<file path="src/rtl/sfe_pkg.sv">
package sfe_pkg;
  // Pointer width for a queue of d entries (at least one bit).
  function automatic int unsigned ptr_w(input int unsigned d);
    return (d > 1) ? $clog2(d) : 1;
  endfunction

  // Occupancy counter width able to hold the value d.
  function automatic int unsigned cnt_w(input int unsigned d);
    return $clog2(d + 1);
  endfunction
endpackage

</file>
<file path="src/rtl/sfe_queue.sv">
module sfe_queue #(
  parameter int unsigned W     = 8,
  parameter int unsigned DEPTH = 16
) (
  input  logic                                clk,
  input  logic                                rst,
  input  logic                                push,
  input  logic [W-1:0]                        wdata,
  input  logic                                pop,
  output logic [W-1:0]                        rdata,
  output logic [sfe_pkg::cnt_w(DEPTH)-1:0]    count
);
  localparam int unsigned AW = sfe_pkg::ptr_w(DEPTH);
  localparam int unsigned CW = sfe_pkg::cnt_w(DEPTH);

  logic [W-1:0]  mem [DEPTH];
  logic [AW-1:0] wptr, rptr, wptr_nx, rptr_nx;
  logic          is_full, is_empty, do_push, do_pop;

  assign is_full  = (count == CW'(DEPTH));
  assign is_empty = (count == '0);
  assign do_push  = push && !is_full;
  assign do_pop   = pop && !is_empty;

  // Pointer advance: free wrap for power-of-two depth, compare otherwise.
  generate
    if ((1 << AW) == DEPTH) begin : g_pow2
      assign wptr_nx = wptr + 1'b1;
      assign rptr_nx = rptr + 1'b1;
    end else begin : g_wrap
      assign wptr_nx = (wptr == AW'(DEPTH - 1)) ? '0 : wptr + 1'b1;
      assign rptr_nx = (rptr == AW'(DEPTH - 1)) ? '0 : rptr + 1'b1;
    end
  endgenerate

  // Storage array: no reset so it maps onto RAM resources.
  always_ff @(posedge clk) begin
    if (do_push) mem[wptr] <= wdata;
  end

  assign rdata = mem[rptr];

  always_ff @(posedge clk) begin
    if (rst) begin
      wptr  <= '0;
      rptr  <= '0;
      count <= '0;
    end else begin
      if (do_push) wptr <= wptr_nx;
      if (do_pop)  rptr <= rptr_nx;
      case ({do_push, do_pop})
        2'b10:   count <= count + 1'b1;
        2'b01:   count <= count - 1'b1;
        default: count <= count;
      endcase
    end
  end
endmodule

</file>
<file path="src/rtl/sfe_host_rd.sv">
module sfe_host_rd #(
  parameter int unsigned DW = 8
) (
  input  logic          oe_n,
  input  logic          rd_n,
  input  logic          q_empty,
  input  logic [DW-1:0] q_head,
  output logic          q_pop,
  output logic          rxf_n,
  output logic [DW-1:0] bus_dout,
  output logic          bus_oe
);
  // Data-available flag tracks occupancy directly; a strobe against an
  // empty queue is discarded.
  assign rxf_n    = q_empty;
  assign q_pop    = !rd_n && !q_empty;
  assign bus_oe   = !oe_n;
  assign bus_dout = q_head;
endmodule

</file>
<file path="src/rtl/sfe_host_wr.sv">
module sfe_host_wr #(
  parameter int unsigned DW = 8
) (
  input  logic          wr_n,
  input  logic          q_full,
  input  logic [DW-1:0] bus_din,
  output logic          q_push,
  output logic [DW-1:0] q_wdata,
  output logic          txe_n
);
  // A byte is taken only when both the strobe and the space flag are low.
  assign txe_n   = q_full;
  assign q_push  = !wr_n && !q_full;
  assign q_wdata = bus_din;
endmodule

</file>
<file path="src/rtl/sfe_dev_emu.sv">
module sfe_dev_emu #(
  parameter int unsigned DW    = 8,
  parameter int unsigned DEPTH = 16
) (
  input  logic          clk,
  input  logic          rst,
  input  logic          lrx_valid,
  output logic          lrx_ready,
  input  logic [DW-1:0] lrx_data,
  output logic          ltx_valid,
  input  logic          ltx_ready,
  output logic [DW-1:0] ltx_data,
  output logic          rxf_n,
  output logic          txe_n,
  input  logic          oe_n,
  input  logic          rd_n,
  input  logic          wr_n,
  input  logic [DW-1:0] bus_din,
  output logic [DW-1:0] bus_dout,
  output logic          bus_oe
);
  localparam int unsigned CW = sfe_pkg::cnt_w(DEPTH);

  logic [CW-1:0] rx_cnt, tx_cnt;
  logic [DW-1:0] rx_head, tx_wdata;
  logic          rx_push, rx_pop, tx_push, tx_pop;
  logic          rx_full, rx_empty, tx_full, tx_empty;

  assign rx_full  = (rx_cnt == CW'(DEPTH));
  assign rx_empty = (rx_cnt == '0);
  assign tx_full  = (tx_cnt == CW'(DEPTH));
  assign tx_empty = (tx_cnt == '0);

  // Local side
  assign lrx_ready = !rx_full;
  assign rx_push   = lrx_valid && !rx_full;
  assign ltx_valid = !tx_empty;
  assign tx_pop    = ltx_ready && !tx_empty;

  sfe_queue #(.W(DW), .DEPTH(DEPTH)) rx_q (
    .clk(clk), .rst(rst), .push(rx_push), .wdata(lrx_data),
    .pop(rx_pop), .rdata(rx_head), .count(rx_cnt)
  );

  sfe_queue #(.W(DW), .DEPTH(DEPTH)) tx_q (
    .clk(clk), .rst(rst), .push(tx_push), .wdata(tx_wdata),
    .pop(tx_pop), .rdata(ltx_data), .count(tx_cnt)
  );

  sfe_host_rd #(.DW(DW)) rd_i (
    .oe_n(oe_n), .rd_n(rd_n), .q_empty(rx_empty), .q_head(rx_head),
    .q_pop(rx_pop), .rxf_n(rxf_n), .bus_dout(bus_dout), .bus_oe(bus_oe)
  );

  sfe_host_wr #(.DW(DW)) wr_i (
    .wr_n(wr_n), .q_full(tx_full), .bus_din(bus_din),
    .q_push(tx_push), .q_wdata(tx_wdata), .txe_n(txe_n)
  );
endmodule

</file>
<file path="config.mk">
export PLATFORM = sky130hd
export DESIGN_NAME = sfe_dev_emu
export DESIGN_NICKNAME = d
export VERILOG_FILES = /design/src/rtl/sfe_pkg.sv /design/src/rtl/sfe_queue.sv /design/src/rtl/sfe_host_rd.sv /design/src/rtl/sfe_host_wr.sv /design/src/rtl/sfe_dev_emu.sv
export SDC_FILE = /design/constraint.sdc
export NUM_CORES = 1
export LEC_CHECK = 0
export ABC_AREA = 1
export BUFFER_PORTS_ARGS = -buffer_cell sky130_fd_sc_hd__buf_2
export CORE_ASPECT_RATIO = 0.9
export CORE_MARGIN = 2
export CORE_UTILIZATION = 40
export CTS_CLUSTER_SIZE = 40
export DETAILED_ROUTE_END_ITERATION = 7
export SYNTH_ARGS = -nofsm -noshare
export SYNTH_HDL_FRONTEND = slang
export SYNTH_SLANG_ARGS = --single-unit
export TNS_END_PERCENT = 10
</file>
<file path="constraint.sdc">
create_clock -name clk -period 4.2 [get_ports clk]
set_input_delay 0.21 -clock clk [delete_from_list [all_inputs] [get_ports clk]]
set_output_delay 0.21 -clock clk [all_outputs]
set_load 0.01 [all_outputs]
</file>
==> flow_metrics.env <==
export IMPL_p_clk_share_pct=33.8
export IMPL_ys_flop_type="edfxtp_1"
export IMPL_synth_seq_cells=290
export IMPL_hp_class="input port to flop"
export IMPL_ant_nets=0
export IMPL_synth_cell_area_um2=12400
export IMPL_yosysWarnings=0
export IMPL_synth_largest_area_cell="edfxtp_1"
export IMPL_seq_area_frac_synth_pct=67.5
export IMPL_final_cell_area_um2=13900
export IMPL_netlist_instances=1089
export IMPL_vias=7694
export IMPL_period_minus_slack_ns=2.83
export IMPL_clockRootBuffer="clkbuf_16"
export IMPL_grt_ovfl_total=0
export IMPL_crit_chain="buf_4 -> a21oi_1 -> o21ai_0 -> nand3_1 -> nand3_1 -> nand2_1 -> buf_2"
export IMPL_slowest_stage="dfxtp_4"
export IMPL_via_per_inst=4.95
export IMPL_clk_pin_slew_worst_paths_ns=0.06
export IMPL_port_buffers=43
export IMPL_power_internal_w=0.00544
export IMPL_report_final_slew_viol_count=0
export IMPL_whs_ns=0.0333
export IMPL_switching_share_pct=30.4
export IMPL_routabilityCongestion=0.803
export IMPL_max_freq_mhz=353
export IMPL_cts_tree="built"
export IMPL_crit_top_cell="nand3_1"
export IMPL_critPathTopFamily="flip-flops"
export IMPL_cp_start_kind="flop"
export IMPL_placed_cell_area_um2=12900
export IMPL_clock_sink_count=290
export IMPL_die_area_um2=32400
export IMPL_cts_buffer_depth=3
export IMPL_die_h_um=171
export IMPL_firstDrtPassIters=5
export IMPL_pin_count=44
export IMPL_rows=61
export IMPL_hold_buffers=0
export IMPL_grt_first_pass_wirelength_mm=39.7
export IMPL_rsz0062_at_grt="no"
export IMPL_num_nets_final=1160
export IMPL_coreArea_um2=30700
export IMPL_maxCapViolCount=0
export IMPL_dpl_cell_count=1495
export IMPL_drive_gt1_share_pct=10.4
export IMPL_postCtsSetupBuffers=0
export IMPL_powerDensity_nw_per_um2=564
export IMPL_syn_avg_cell_area_um2=11.4
export IMPL_grt_max_degree=108
export IMPL_path_class="flop to output pin"
export IMPL_fin_ws_ns=1.37
export IMPL_place_hpwl_mm=15.9
export IMPL_cts_resized=0
export IMPL_path_buf_inv=2
export IMPL_pre_cts_slack_ns=1.85
export IMPL_synth_commonest_cells="256 x edfxtp_1, 175 x inv_1, 141 x nand2_1"
export IMPL_synth_nets=1130
export IMPL_ir_worst_vdd_mv=0.331
export IMPL_routedWlPerCell_um=16.4
export IMPL_tns_ns=0
export IMPL_drt_initial_drc_count=541
export IMPL_synth_top_cells_by_area="edfxtp_1 62%, dfxtp_1 5.5%, inv_1 5.3%, nand3_1 4.4%, nand2_1 4.3%"
export IMPL_leakagePower_nw=5.16
export IMPL_crit_fanout=107
export IMPL_power_frac_comb_pct=19.8
export IMPL_setup_viol=0
export IMPL_hold_viol_final=0
export IMPL_synth_cell_type_count=24
export IMPL_syn2layout_area_growth_pct=11.7
export IMPL_p_seq_share_pct=46.3
export IMPL_fin_cells=1553
export IMPL_cts_buffers=31
export IMPL_max_stage_delay_ns=1.01
export IMPL_async_flop_share_pct=0
export IMPL_cp_end_kind="output pin"
export IMPL_synth_edf_count=256
export IMPL_clock_skew_ns=0.0138
export IMPL_insertion_delay_ns=0.56
export IMPL_p_sw_w=0.00238
export IMPL_antenna_found_initial=0
export IMPL_crit_required_ns=3.99
export IMPL_status="finished clean"
export IMPL_worstMarginPinSlew_ns=1.07
export IMPL_htreeDepth=1
export IMPL_diodes=0
export IMPL_routed_wl_mm=25.4
export IMPL_yosysMostFrequentCell="edfxtp_1"
export IMPL_synth_top_area_share_pct=62.0
export IMPL_route_detailed_drc=0
export IMPL_arrival_ns=2.62
export IMPL_grt_pass1_vias=7084
export IMPL_die_w_um=190
export IMPL_slew_headroom_pct=28.4
export IMPL_post_route_period_util_pct=67.4
export IMPL_start_util_pct=40.4
export IMPL_track_usage_pct=15.5
## worst reg2reg max path, cell delays in order, from the launching register on
cell      delay [ns]
dfxtp_1         0.34
nor2_1          0.14
nand4_1         0.13
nand2_1         0.23
inv_1           0.15
ha_1            0.32
nand2_1         0.10
inv_1           0.05
nor2_1          0.13
ha_1            0.16
inv_1           0.03
nand2_1         0.09
nand3_1         0.11
nand3b_1        0.10
nand3_1         0.07
nand2_1         0.06
inv_1           0.03
## state kept, by name, indices dropped and copies added, names as in the netlist, named ones only
signal / count
rx_q.wptr: 4
tx_q.count: 5
tx_q.wptr: 4
tx_q.rptr: 4
tx_q.mem: 128
rx_q.count: 5
rx_q.rptr: 4
rx_q.mem: 128
## power groups by stage
stage	clock network (W)	registers, W	logic, W
final	0.00264	0.00362	0.00155
after global routing	0.00280	0.00367	0.00177
after CTS	0.00270	0.00362	0.00156
after detailed placement	0	0.00368	0.00156
after global placement	0	0.00367	0.00154
after floorplan	0	0.00340	0.00141
## layout make-up
class / instances / area [um2]
clock buffers: 41 / 813
clock inverters: 17 / 163
fillers: 2841 / 16800
inverters: 177 / 664
multi-input cells: 570 / 3060
flip-flops and latches: 290 / 8380
well taps: 409 / 512
repair buffers: 49 / 260
## layout by cell type (no fill, tap or decap), drive strengths merged
master,synthesis,layout
bufinv,0,3
o211ai,64,64
xnor2,3,3
nand2,144,144
nand4,4,4
clkinvlp,0,1
ha,18,18
o21bai,2,2
nor2,50,50
nand3b,1,1
o21ai,79,79
xor2,8,8
clkinv,0,11
dfxtp,34,34
edfxtp,256,256
clkbuf,8,41
nand3,110,110
a21oi,87,87
inv,177,179
buf,44,49
## path summary, 6_finish.rpt
| kind | from | endpoint | slack (ns) | cells past startpoint |
|---|---|---|---|---|
| worst min register to register | rx_q.rptr[3]$_SDFFE_PP0N_ | flop | 0.50 | 2 |
| worst min-delay path | rst | rx_q.wptr[2]$_SDFFE_PP0P_ | 0.03 | 2 |
| worst max-delay path | flop | bus_dout[5] | 1.37 | 7 |
| worst max register to register | rx_q.count[0]$_SDFFE_PP0P_ | rx_q.count[4]$_SDFFE_PP0P_ | 1.86 | 16 |
## through the flow
step                utilization, %  total power [W]
CTS                           45.1          0.00788
finish                        45.1          0.00781
detailed placement            42.0          0.00524
global route                  45.1          0.00824
floorplan                        -          0.00482
global placement              42.0          0.00521
## layer usage
metal  GRT usage [%]  vias to the layer above  part of all wire [%]  wire length (um)
met2            24.8                      175                    46             11600
met1            22.1                     3649                    47             12000
met5               0                        -                     0                 0
met4            4.65                        0                   2.7               692
met3            2.26                       43                   4.3              1090
li1                -                     3827                     -                 -
## logic make-up (layout without fill, tap and decap cells)
| logic type | Yosys count | in the layout | share of synthesized area [%] |
|---|---|---|---|
| compound gates | 232 | 232 | 11.5 |
| flops | 290 | 290 | 67.5 |
| buf+inv | 229 | 284 | 7.79 |
| fa+ha+maj | 18 | 18 | 1.82 |
| simple gates | 309 | 309 | 10.6 |
| xor+xnor | 11 | 11 | 0.777 |
(Power assumes the default switching activity.)
